==> src/rtl/lcdc_host_pkg.sv <==
package lcdc_host_pkg;
   localparam int NUM_REGS = 27;
   localparam int IDX_W    = 5;

   localparam logic [7:0] OP_NONE     = 8'h00;
   localparam logic [7:0] OP_SYSSET   = 8'h40;
   localparam logic [7:0] OP_MWR      = 8'h42;
   localparam logic [7:0] OP_MRD      = 8'h43;
   localparam logic [7:0] OP_SCROLL   = 8'h44;
   localparam logic [7:0] OP_CURW     = 8'h46;
   localparam logic [7:0] OP_CURR     = 8'h47;
   localparam logic [7:0] OP_DISP_OFF = 8'h58;
   localparam logic [7:0] OP_DISP_ON  = 8'h59;
   localparam logic [7:0] OP_HDOT     = 8'h5A;
   localparam logic [7:0] OP_OVLAY    = 8'h5B;
   localparam logic [7:0] OP_CGADR    = 8'h5C;
   localparam logic [7:0] OP_CSRFORM  = 8'h5D;

   localparam int CUR_LO_REG = 25;
   localparam int CUR_HI_REG = 26;

   // number of parameter bytes a command accepts
   function automatic logic [IDX_W-1:0] op_count(input logic [7:0] op);
      case (op)
         OP_SYSSET:              return 5'd8;
         OP_SCROLL:              return 5'd10;
         OP_CSRFORM, OP_CGADR,
         OP_CURW:                return 5'd2;
         OP_DISP_OFF, OP_DISP_ON,
         OP_HDOT, OP_OVLAY:      return 5'd1;
         default:                return 5'd0;
      endcase
   endfunction

   // first register of the command's slice in the register file
   function automatic logic [IDX_W-1:0] op_base(input logic [7:0] op);
      case (op)
         OP_SYSSET:              return 5'd0;
         OP_SCROLL:              return 5'd8;
         OP_CSRFORM:             return 5'd18;
         OP_CGADR:               return 5'd20;
         OP_DISP_OFF, OP_DISP_ON: return 5'd22;
         OP_HDOT:                return 5'd23;
         OP_OVLAY:               return 5'd24;
         OP_CURW:                return 5'd25;
         default:                return 5'd0;
      endcase
   endfunction

   // position holds the first half of a pair that commits as a whole
   function automatic logic pair_low(input logic [7:0] op, input logic [IDX_W-1:0] idx);
      case (op)
         OP_SCROLL: return (idx == 5'd0) || (idx == 5'd3) || (idx == 5'd6) || (idx == 5'd8);
         OP_CGADR:  return (idx == 5'd0);
         default:   return 1'b0;
      endcase
   endfunction
endpackage

==> src/rtl/lcdc_bus_decode.sv <==
module lcdc_bus_decode #(
   parameter int DATA_W = 8
) (
   input  logic              clk,
   input  logic              rst_n,
   input  logic              bus_mode,
   input  logic              cs_n,
   input  logic              a0,
   input  logic              rd_e,
   input  logic              wr_rw,
   input  logic [DATA_W-1:0] din,
   output logic              rd_act,
   output logic              cmd_ev,
   output logic              par_ev,
   output logic              drd_ev,
   output logic [DATA_W-1:0] ev_data
);
   logic wr_act, wr_act_q, a0_q, rdd_act, rdd_q;
   logic [DATA_W-1:0] din_q;

   always_comb begin
      if (!bus_mode) begin
         rd_act = !cs_n && !rd_e &&  wr_rw;
         wr_act = !cs_n &&  rd_e && !wr_rw;
      end else begin
         rd_act = !cs_n &&  rd_e &&  wr_rw;
         wr_act = !cs_n &&  rd_e && !wr_rw;
      end
      rdd_act = rd_act && a0;
   end

   always_ff @(posedge clk) begin
      if (!rst_n) begin
         wr_act_q <= 1'b0;
         rdd_q    <= 1'b0;
         a0_q     <= 1'b0;
         din_q    <= '0;
      end else begin
         wr_act_q <= wr_act;
         rdd_q    <= rdd_act;
         if (wr_act) begin
            a0_q  <= a0;
            din_q <= din;
         end
      end
   end

   // an access takes effect when its strobe is released
   assign cmd_ev  = wr_act_q && !wr_act &&  a0_q;
   assign par_ev  = wr_act_q && !wr_act && !a0_q;
   assign drd_ev  = rdd_q && !rdd_act;
   assign ev_data = din_q;

   AST_CS_IDLE_NO_WRITE: assert property (@(posedge clk) disable iff (!rst_n)
      (cs_n && $past(cs_n)) |-> (!cmd_ev && !par_ev && !drd_ev));
endmodule

==> src/rtl/lcdc_cmd_seq.sv <==
module lcdc_cmd_seq
   import lcdc_host_pkg::*;
#(
   parameter int DATA_W = 8
) (
   input  logic              clk,
   input  logic              rst_n,
   input  logic              cmd_ev,
   input  logic              par_ev,
   input  logic              drd_ev,
   input  logic [DATA_W-1:0] ev_data,
   output logic [DATA_W-1:0] cmd_o,
   output logic [IDX_W-1:0]  idx_o,
   output logic              we,
   output logic              we_pair,
   output logic [IDX_W-1:0]  waddr,
   output logic [DATA_W-1:0] wdata,
   output logic [DATA_W-1:0] pdata,
   output logic              mem_wr_stb,
   output logic [DATA_W-1:0] mem_wr_data,
   output logic              mem_rd_stb
);
   logic [DATA_W-1:0] cmd_q, pend_q;
   logic [IDX_W-1:0]  idx_q;
   logic              pend_vld;

   always_ff @(posedge clk) begin
      if (!rst_n) begin
         cmd_q       <= OP_NONE;
         idx_q       <= '0;
         pend_q      <= '0;
         pend_vld    <= 1'b0;
         we          <= 1'b0;
         we_pair     <= 1'b0;
         waddr       <= '0;
         wdata       <= '0;
         mem_wr_stb  <= 1'b0;
         mem_wr_data <= '0;
         mem_rd_stb  <= 1'b0;
      end else begin
         we         <= 1'b0;
         we_pair    <= 1'b0;
         mem_wr_stb <= 1'b0;
         mem_rd_stb <= 1'b0;
         if (cmd_ev) begin
            cmd_q    <= ev_data;
            idx_q    <= '0;
            pend_vld <= 1'b0;
         end else if (par_ev) begin
            if (cmd_q == OP_MWR) begin
               mem_wr_stb  <= 1'b1;
               mem_wr_data <= ev_data;
            end else if (idx_q < op_count(cmd_q)) begin
               idx_q <= idx_q + 5'd1;
               waddr <= op_base(cmd_q) + idx_q;
               wdata <= ev_data;
               if (pair_low(cmd_q, idx_q)) begin
                  pend_q   <= ev_data;
                  pend_vld <= 1'b1;
               end else if (idx_q != '0 && pair_low(cmd_q, idx_q - 5'd1)) begin
                  we_pair  <= pend_vld;
                  pend_vld <= 1'b0;
               end else begin
                  we <= 1'b1;
               end
            end
         end else if (drd_ev) begin
            if (cmd_q == OP_MRD)
               mem_rd_stb <= 1'b1;
            else if (cmd_q == OP_CURR && idx_q < 5'd2)
               idx_q <= idx_q + 5'd1;
         end
      end
   end

   assign cmd_o = cmd_q;
   assign idx_o = idx_q;
   assign pdata = pend_q;

   AST_IDX_WITHIN_COUNT: assert property (@(posedge clk) disable iff (!rst_n)
      (cmd_q == OP_CURR) ? (idx_q <= 5'd2) : (idx_q <= op_count(cmd_q)));
   AST_CMD_RESTARTS: assert property (@(posedge clk) disable iff (!rst_n)
      cmd_ev |=> (idx_q == '0 && !pend_vld));
   AST_MEMWR_UNDER_STREAM: assert property (@(posedge clk) disable iff (!rst_n)
      mem_wr_stb |-> (cmd_q == OP_MWR));
   AST_PAIR_HAS_FIRST: assert property (@(posedge clk) disable iff (!rst_n)
      we_pair |-> $past(pend_vld));
endmodule

==> src/rtl/lcdc_param_regs.sv <==
module lcdc_param_regs
   import lcdc_host_pkg::*;
#(
   parameter int DATA_W    = 8,
   parameter int REG_COUNT = NUM_REGS
) (
   input  logic                        clk,
   input  logic                        rst_n,
   input  logic                        we,
   input  logic                        we_pair,
   input  logic [IDX_W-1:0]            waddr,
   input  logic [DATA_W-1:0]           wdata,
   input  logic [DATA_W-1:0]           pdata,
   output logic [REG_COUNT*DATA_W-1:0] regs_o
);
   for (genvar i = 0; i < REG_COUNT; i++) begin : g_reg
      logic [DATA_W-1:0] r_q;
      always_ff @(posedge clk) begin
         if (!rst_n)
            r_q <= '0;
         else if ((we || we_pair) && waddr == IDX_W'(i))
            r_q <= wdata;
         else if (we_pair && waddr == IDX_W'(i + 1))
            r_q <= pdata;
      end
      assign regs_o[i*DATA_W +: DATA_W] = r_q;
   end

   AST_NO_WRITE_HOLDS: assert property (@(posedge clk) disable iff (!rst_n)
      (!we && !we_pair) |=> $stable(regs_o));
endmodule

==> src/rtl/lcdc_host_port.sv <==
module lcdc_host_port
   import lcdc_host_pkg::*;
#(
   parameter int DATA_W    = 8,
   parameter int REG_COUNT = NUM_REGS
) (
   input  logic                        clk,
   input  logic                        rst_n,
   input  logic                        bus_mode,
   input  logic                        cs_n,
   input  logic                        a0,
   input  logic                        rd_e,
   input  logic                        wr_rw,
   input  logic [DATA_W-1:0]           din,
   output logic [DATA_W-1:0]           dout,
   output logic                        dout_oe,
   input  logic [DATA_W-1:0]           status_in,
   input  logic [DATA_W-1:0]           mem_rdata,
   output logic                        mem_wr_stb,
   output logic [DATA_W-1:0]           mem_wr_data,
   output logic                        mem_rd_stb,
   output logic [DATA_W-1:0]           cur_cmd,
   output logic [REG_COUNT*DATA_W-1:0] regs_o
);
   if (DATA_W != 8) begin : g_bad_width
      $error("lcdc_host_port: command codes need DATA_W of 8");
   end
   if (REG_COUNT < NUM_REGS) begin : g_bad_regs
      $error("lcdc_host_port: REG_COUNT too small for the parameter layout");
   end

   logic              rd_act, cmd_ev, par_ev, drd_ev, we, we_pair;
   logic [DATA_W-1:0] ev_data, wdata, pdata;
   logic [IDX_W-1:0]  idx, waddr;

   lcdc_bus_decode #(.DATA_W(DATA_W)) u_dec (
      .clk(clk), .rst_n(rst_n), .bus_mode(bus_mode), .cs_n(cs_n), .a0(a0),
      .rd_e(rd_e), .wr_rw(wr_rw), .din(din), .rd_act(rd_act),
      .cmd_ev(cmd_ev), .par_ev(par_ev), .drd_ev(drd_ev), .ev_data(ev_data)
   );

   lcdc_cmd_seq #(.DATA_W(DATA_W)) u_seq (
      .clk(clk), .rst_n(rst_n), .cmd_ev(cmd_ev), .par_ev(par_ev), .drd_ev(drd_ev),
      .ev_data(ev_data), .cmd_o(cur_cmd), .idx_o(idx), .we(we), .we_pair(we_pair),
      .waddr(waddr), .wdata(wdata), .pdata(pdata), .mem_wr_stb(mem_wr_stb),
      .mem_wr_data(mem_wr_data), .mem_rd_stb(mem_rd_stb)
   );

   lcdc_param_regs #(.DATA_W(DATA_W), .REG_COUNT(REG_COUNT)) u_regs (
      .clk(clk), .rst_n(rst_n), .we(we), .we_pair(we_pair), .waddr(waddr),
      .wdata(wdata), .pdata(pdata), .regs_o(regs_o)
   );

   always_comb begin
      dout = '0;
      if (!a0)
         dout = status_in;
      else if (cur_cmd == OP_CURR) begin
         if (idx == 5'd0)      dout = regs_o[CUR_LO_REG*DATA_W +: DATA_W];
         else if (idx == 5'd1) dout = regs_o[CUR_HI_REG*DATA_W +: DATA_W];
      end else if (cur_cmd == OP_MRD)
         dout = mem_rdata;
   end

   assign dout_oe = rd_act;

   AST_NO_DRIVE_UNSELECTED: assert property (@(posedge clk) disable iff (!rst_n)
      cs_n |-> !dout_oe);
   AST_RDSTB_UNDER_READ: assert property (@(posedge clk) disable iff (!rst_n)
      mem_rd_stb |-> (cur_cmd == OP_MRD));
endmodule

==> config.mk <==
export PLATFORM = sky130hd
export DESIGN_NAME = lcdc_host_port
export DESIGN_NICKNAME = d
export VERILOG_FILES = /design/src/rtl/lcdc_host_pkg.sv /design/src/rtl/lcdc_bus_decode.sv /design/src/rtl/lcdc_cmd_seq.sv /design/src/rtl/lcdc_param_regs.sv /design/src/rtl/lcdc_host_port.sv
export SDC_FILE = /design/constraint.sdc
export NUM_CORES = 1
export LEC_CHECK = 0
export ABC_AREA = 1
export BUFFER_PORTS_ARGS = -buffer_cell sky130_fd_sc_hd__buf_2
export CORE_MARGIN = 10
export CORE_UTILIZATION = 45
export CTS_CLUSTER_SIZE = 12
export DETAILED_ROUTE_END_ITERATION = 12
export GPL_ROUTABILITY_DRIVEN = 1
export HOLD_SLACK_MARGIN = 0.08
export PLACE_DENSITY_LB_ADDON = 0.05
export SYNTH_ARGS = -nofsm -noshare
export SYNTH_HDL_FRONTEND = slang
export SYNTH_SLANG_ARGS = --single-unit
==> constraint.sdc <==
create_clock -name clk -period 1.96 [get_ports clk]
set_input_delay 0.098 -clock clk [delete_from_list [all_inputs] [get_ports clk]]
set_output_delay 0.098 -clock clk [all_outputs]
set_load 0.02 [all_outputs]
**Yosys cells after proc, flatten, opt, wreduce, memory -nomap -nowiden**

Cells that the tools add are included.

- $add $sub $neg: 3
- $mul: 0
- Divide/modulo/power cells: 0
- $lt $le $gt $ge: 2
- Equality and inequality tests: 49
- Shifts and indexed selects: 0
- Mux-type cells: 95
- Bitwise operators: 7
- Reduce and logical (&&, ||, !) cells: 126

Operator list:

| operator | number |
|---|---|
| $mux 8 | 59 |
| $eq 8x7->1 const B | 12 |
| $mux 5 | 15 |
| $logic_and 1x1->1 | 66 |
| $eq 5x5->1 const B | 12 |
| $reduce_bool 2->1 | 30 |
| $eq 5x4->1 const B | 10 |
| $pmux 5 s7 | 1 |
| $eq 5x3->1 const B | 6 |
| $eq 5x2->1 const B | 4 |
| $mux 1 | 17 |
| $pmux 4 s4 | 1 |
| $logic_not 5->1 | 3 |
| $eq 5x1->1 const B | 2 |
| $reduce_and 5->1 | 2 |
| $reduce_and 4->1 | 2 |
| $reduce_or 4->1 | 2 |
| $logic_or 1x1->1 | 7 |
| $not 1->1 | 7 |
| $reduce_or 7->1 | 1 |
| $logic_not 1->1 | 6 |
| $reduce_or 3->1 | 2 |
| $reduce_or 6->1 | 1 |
| $add 5x1->5 const B | 1 |
| 10 further kinds | 13 |

- Bits in registers: 274
- Bits in latches: 0
- Bits in writable memories: 0
- Memory bits (read-only): 0
- Input port bits: 31
- Output and inout port bits: 243
- Logic and storage cells: 324
- Memories kept: 0

**Depth between registers and ports, before layout**

- Word-level depth: 24
- Mapped depth: 17
- Mapped depth without buffers: 17

**Hierarchy**

From an unflattened synthesis, not the netlist that was laid out.

- Cells, all modules: 2169
- Area total of the unflattened synthesis: 14129.8 um^2

By module, submodules not included:

| module | times used | cells each | area each (um^2) | seq. area each (um^2) |
|---|---|---|---|---|
| lcdc_param_regs | 1 | 1645 | 10676.5 | 4324.1 |
| lcdc_cmd_seq | 1 | 353 | 2459.9 | 940.9 |
| lcdc_bus_decode | 1 | 77 | 498.0 | 220.2 |
| lcdc_host_port | 1 | 94 | 495.5 | 0.0 |

**Least setup slack after synthesis**

OpenSTA, ideal clock, no wires.

- Path kind: register -> register
- From: register u_seq.cmd_q[6] (netlist: u_seq.cmd_o[6])
- To: register u_seq.pend_q[7] (netlist: u_seq.pdata[7])
- Library setup time: 0.116 ns
- Arrival time: 2.181 ns
- Data required time: 1.844 ns
- Setup slack: -0.337 ns
- Cell stages (with the launch flop): 17
- Buffers on the path: 0
- Clock period less this slack: 2.297 ns
- Cell sequence: dfxtp_1 inv_1 nor2_1 nand2_1 nor2_1 nand2_1 nand2_1 nor3_1 ha_1 o21ai_0 nand2_1 nor2_1 nand3_1 nor2_2 nand2_2 o21ai_0 nor2_1

- Word-level cells in the longest chain between the ends: 9
- Elaborated cells on any way between the ends: 26
- Classes of those cells: order compare: 1; eq/ne: 10; mux: 11; bitwise: 1; reduce/logical: 3

Ends and longest elaborated chain:

| item | RTL line | source |
|---|---|---|
| start: declaration | lcdc_cmd_seq.sv:23 | `logic [DATA_W-1:0] cmd_q, pend_q;` |
| start signal: assignment | lcdc_cmd_seq.sv:46 | `cmd_q <= ev_data;` |
| $eq 8x7->1, on equally long branches | lcdc_host_pkg.sv:24, lcdc_host_pkg.sv:52 |  |
| $reduce_or 4->1 / $reduce_or 3->1 (equally long branches) | lcdc_host_pkg.sv:24 | `case (op)` |
| $pmux 4 s4 | lcdc_host_pkg.sv:24 |  |
| $mux 5 | lcdc_cmd_seq.sv:50 | `if (cmd_q == OP_MWR) begin` |
| $mux 5 | lcdc_cmd_seq.sv:49 | `end else if (par_ev) begin` |
| $mux 5 | lcdc_cmd_seq.sv:45 | `if (cmd_ev) begin` |
| $mux 5 | lcdc_cmd_seq.sv:28 | `if (!rst_n) begin` |
| $lt 5x5->1 | lcdc_cmd_seq.sv:53 | `end else if (idx_q < op_count(cmd_q)) begin` |
| $reduce_and 5->1 (no source line) (*) | n/a |  |
| end signal: assignment | lcdc_cmd_seq.sv:58 | `pend_q <= ev_data;` |
| end: declaration | lcdc_cmd_seq.sv:23 |  |

Every way passes the cells marked *; elsewhere a longest branch is shown, timed or not. The select of a mux whose other input is x is not followed.
A chain may end at the register's enable or synchronous reset.

**Final worst setup path**

- From: register u_seq.cmd_q[7] (netlist: u_seq.cmd_o[7])
- To: register u_seq.pend_q[0] (netlist: u_seq.pdata[0])

Same word-level chain as after synthesis.

==> run metrics <==
run status=complete, but fails checks; violated checks=setup timing; Die W=189 microns; Leakage=7.62 nW; # clock sinks=274; M2 GR Usage=43.2%; Comb power frac=2.8%; Die ar.=0.0359 sq mm; fin util=61.2%; maximum VDD drop=0.575 mV; CTS root buf=clkbuf_16; most used flip-flop cell after synthesis=dfxtp_1; Area growth, synth to finish=33.0%; placed cell count=2448; post-synthesis cell type with the largest combined area=dfxtp_1; final instance area=0.0172 sq mm; Setup Viol. Count Final=37; fin. max-slew vios=0; pin count of the biggest net entering global routing=89; busiest grt layer=met2; Reg clk slew, reported paths=0.06 ns; Synth top cells by count=nand2_1, dfxtp_1, o21ai_0; total power=11.8 mW; unrepaired setup endpoints after global routing=yes; Unique masters post-synth=38; GRT Total Usage=26.9%; critical path startpoint=u_seq.cmd_o[7]; syn_area_per_cell=7.19 sq um; min Tclk post-route=2.17 ns; grt met3 use=5.57%; GPL Wtd Cong=0.930; row cnt=61; total negative slack=-5.20 ns; vias in the first global route=13.2k; ant diodes=0; total power per unit cell area=688 mW/mm^2; Seq pwr share=47.3%; clock group share of total power=50.0%; hold_sp=bus_mode; grt ovf=0; wire per inst=20.3 microns; global-route wire length before repair=77.3 mm; endpoints failing hold=0; Sw Pwr=2.55 mW; WP data arrival=2.66 ns; via/cell ratio=5.66; number of detailed-route iterations in the first pass=6; crit path capture type=flop; Cell Area, Synth=0.0129 sq mm; Area after DPL=0.0153 sq mm; chip height=189 microns; Detail Route Antenna Nets=0; Worst Tran Pin Value=0.654 ns; non-filler cells, final=2550; Max clock buf depth=3; global routing usage on met1=36.0%; Post-DP HPWL=34.4 mm; Worst-Skew Late Latency=0.56 ns; Final period util=111%; Port Buf Inserts=273; layout cells sized above 1=29.7%; switching fraction of total power=21.6%; Hold Crit Class=input pin to flop; most common cell in the netlist=nand2_1; Yosys top cell area share=42.4%; ys async rst share=0%; Synth Instances=1797; Fmax achieved=462 MHz; Pint=9.27 mW; # DRC=0; sequential-to-total area share from yosys stat=42.4%; Final nets=2195; Slew headroom=56.3%; Syn. warnings=0; Worst Skew=0.0129 ns; Worst R2R Start=u_seq.cmd_o[7]; ranking of synthesized cells by area=dfxtp_1, nand2_1, o21ai_0; CP Launch Type=flop; initial antenna violation count=0; critical path class=flop to flop; Routed WL=51.9 mm; Net Count, Synth=1842; Via Count=14.4k; core area=0.0281 sq mm; final worst setup slack=-0.206 ns; H-tree levels=1; EDFF count, synth=0; Max FO, Critical Path=8; TritonCTS clock tree=yes; FF+latch count, synth=274; Req. time, crit path=2.45 ns; Iter 0 DRT Violations=1448; TritonCTS buffer count=30; # IOs=274; initial core utilization=46.0%; max_cap viols=0
-- metrics by stage --
step,setup slack (ns),hold slack (ns)
after floorplan,-0.119,0.243
after global placement,-0.146,0.348
after detailed placement,-0.235,0.356
after CTS,-0.138,0.0969
after global routing,-0.322,0.118
final,-0.206,0.0537
-- cells by family after synthesis --
family,share of synthesized area [%]
AOI/OAI and AO/OA,22.4
xor gates and xnor gates,0.542
adders and majority gates,1.41
buffers and inverters,8.82
DFF,42.4
and+or+nand+nor,24.4
-- cell type report --
class / count / area [sq um]
clock inverters: 7 / 111
repair inverters: 1 / 7.51
fillers: 2656 / 10900
repair buffers: 445 / 2920
inverters: 140 / 548
clock buffers: 47 / 916
well taps: 378 / 473
flip-flops and latches: 274 / 5520
multi-input cells: 1258 / 6700
-- flip-flops by register name, summed over array words and instances, names as in the netlist --
signal and cells:
u_seq.mem_rd_stb 1, u_seq.we 1, u_dec.rdd_q 1, u_seq.pend_vld 1, u_seq.pdata 8, u_dec.ev_data 8, u_dec.a0_q 1, u_seq.mem_wr_data 8
u_seq.waddr 5, u_seq.wdata 8, u_dec.wr_act_q 1, u_seq.idx_o 5, u_seq.cmd_o 8, u_seq.mem_wr_stb 1, u_seq.we_pair 1, u_regs.g.r_q 216
-- cell usage in the layout, fill, tap and decap left out, types with 9 or more instances in the layout --
master / n
nand2_1: 376
o21ai_2: 12
nand4_1: 16
nor2_1: 89
or2_2: 9
dlygate4sd3_1: 16
nand2_2: 30
o21ai_1: 27
ha_1: 9
o22ai_1: 24
buf_12: 9
clkbuf_16: 33
a31oi_1: 126
o21ai_0: 184
a21oi_1: 92
inv_2: 24
o221ai_1: 22
buf_6: 13
nor2_2: 17
nand3_1: 138
buf_4: 140
o211ai_1: 12
dfxtp_1: 261
buf_2: 264
inv_1: 104
nor2_4: 19
-- routing by layer --
metal / up-vias / wire length [microns]
met2: 704 / 23500
met4: 0 / 1220
met1: 6777 / 22200
met3: 97 / 4910
li1: 6851 / -
met5: - / 0
-- worst max-delay path, stage by stage, from the launching register on --
cell	delay, ns
dfxtp_4	0.36
inv_4	0.06
nand2_4	0.06
nor2_4	0.13
nand4_1	0.15
nand2_2	0.10
nor3_2	0.04
ha_2	0.18
o21ai_2	0.10
nand2_1	0.07
nor2_2	0.16
nand3_2	0.11
nor2_4	0.19
nand2_4	0.11
inv_6	0.11
nor2_1	0.05
nor2_1	0.12
-- timing repair --
action	CTS	global route
pin swaps	23	39
hold buffers	18	0
gates resized for setup	70	74
endpoints found under the hold margin	50	0
endpoints found under the setup margin	63	111
gates cloned	2	2
setup buffers	15	13
-- power groups by stage --
stage	registers (mW)	logic, mW	clock network, mW
2_1_floorplan	5.71	0.150	0
3_3_place_gp	5.71	0.256	0
3_5_place_dp	5.71	0.256	0
4_1_cts	5.59	0.303	5.94
5_1_grt	5.58	0.356	6.17
6_report	5.59	0.330	5.90
-- worst paths after layout --
check | end | slack, ns | depth (start not counted)
worst max register to register | u_seq.pdata[0] | -0.21 | 16
worst min-delay path | u_seq.mem_rd_stb | 0.05 | 6
worst min register to register | u_seq.we_pair | 0.44 | 2
worst max-delay path | u_seq.pdata[0] | -0.21 | 16
Note: power is estimated with default switching activity, not from simulation.
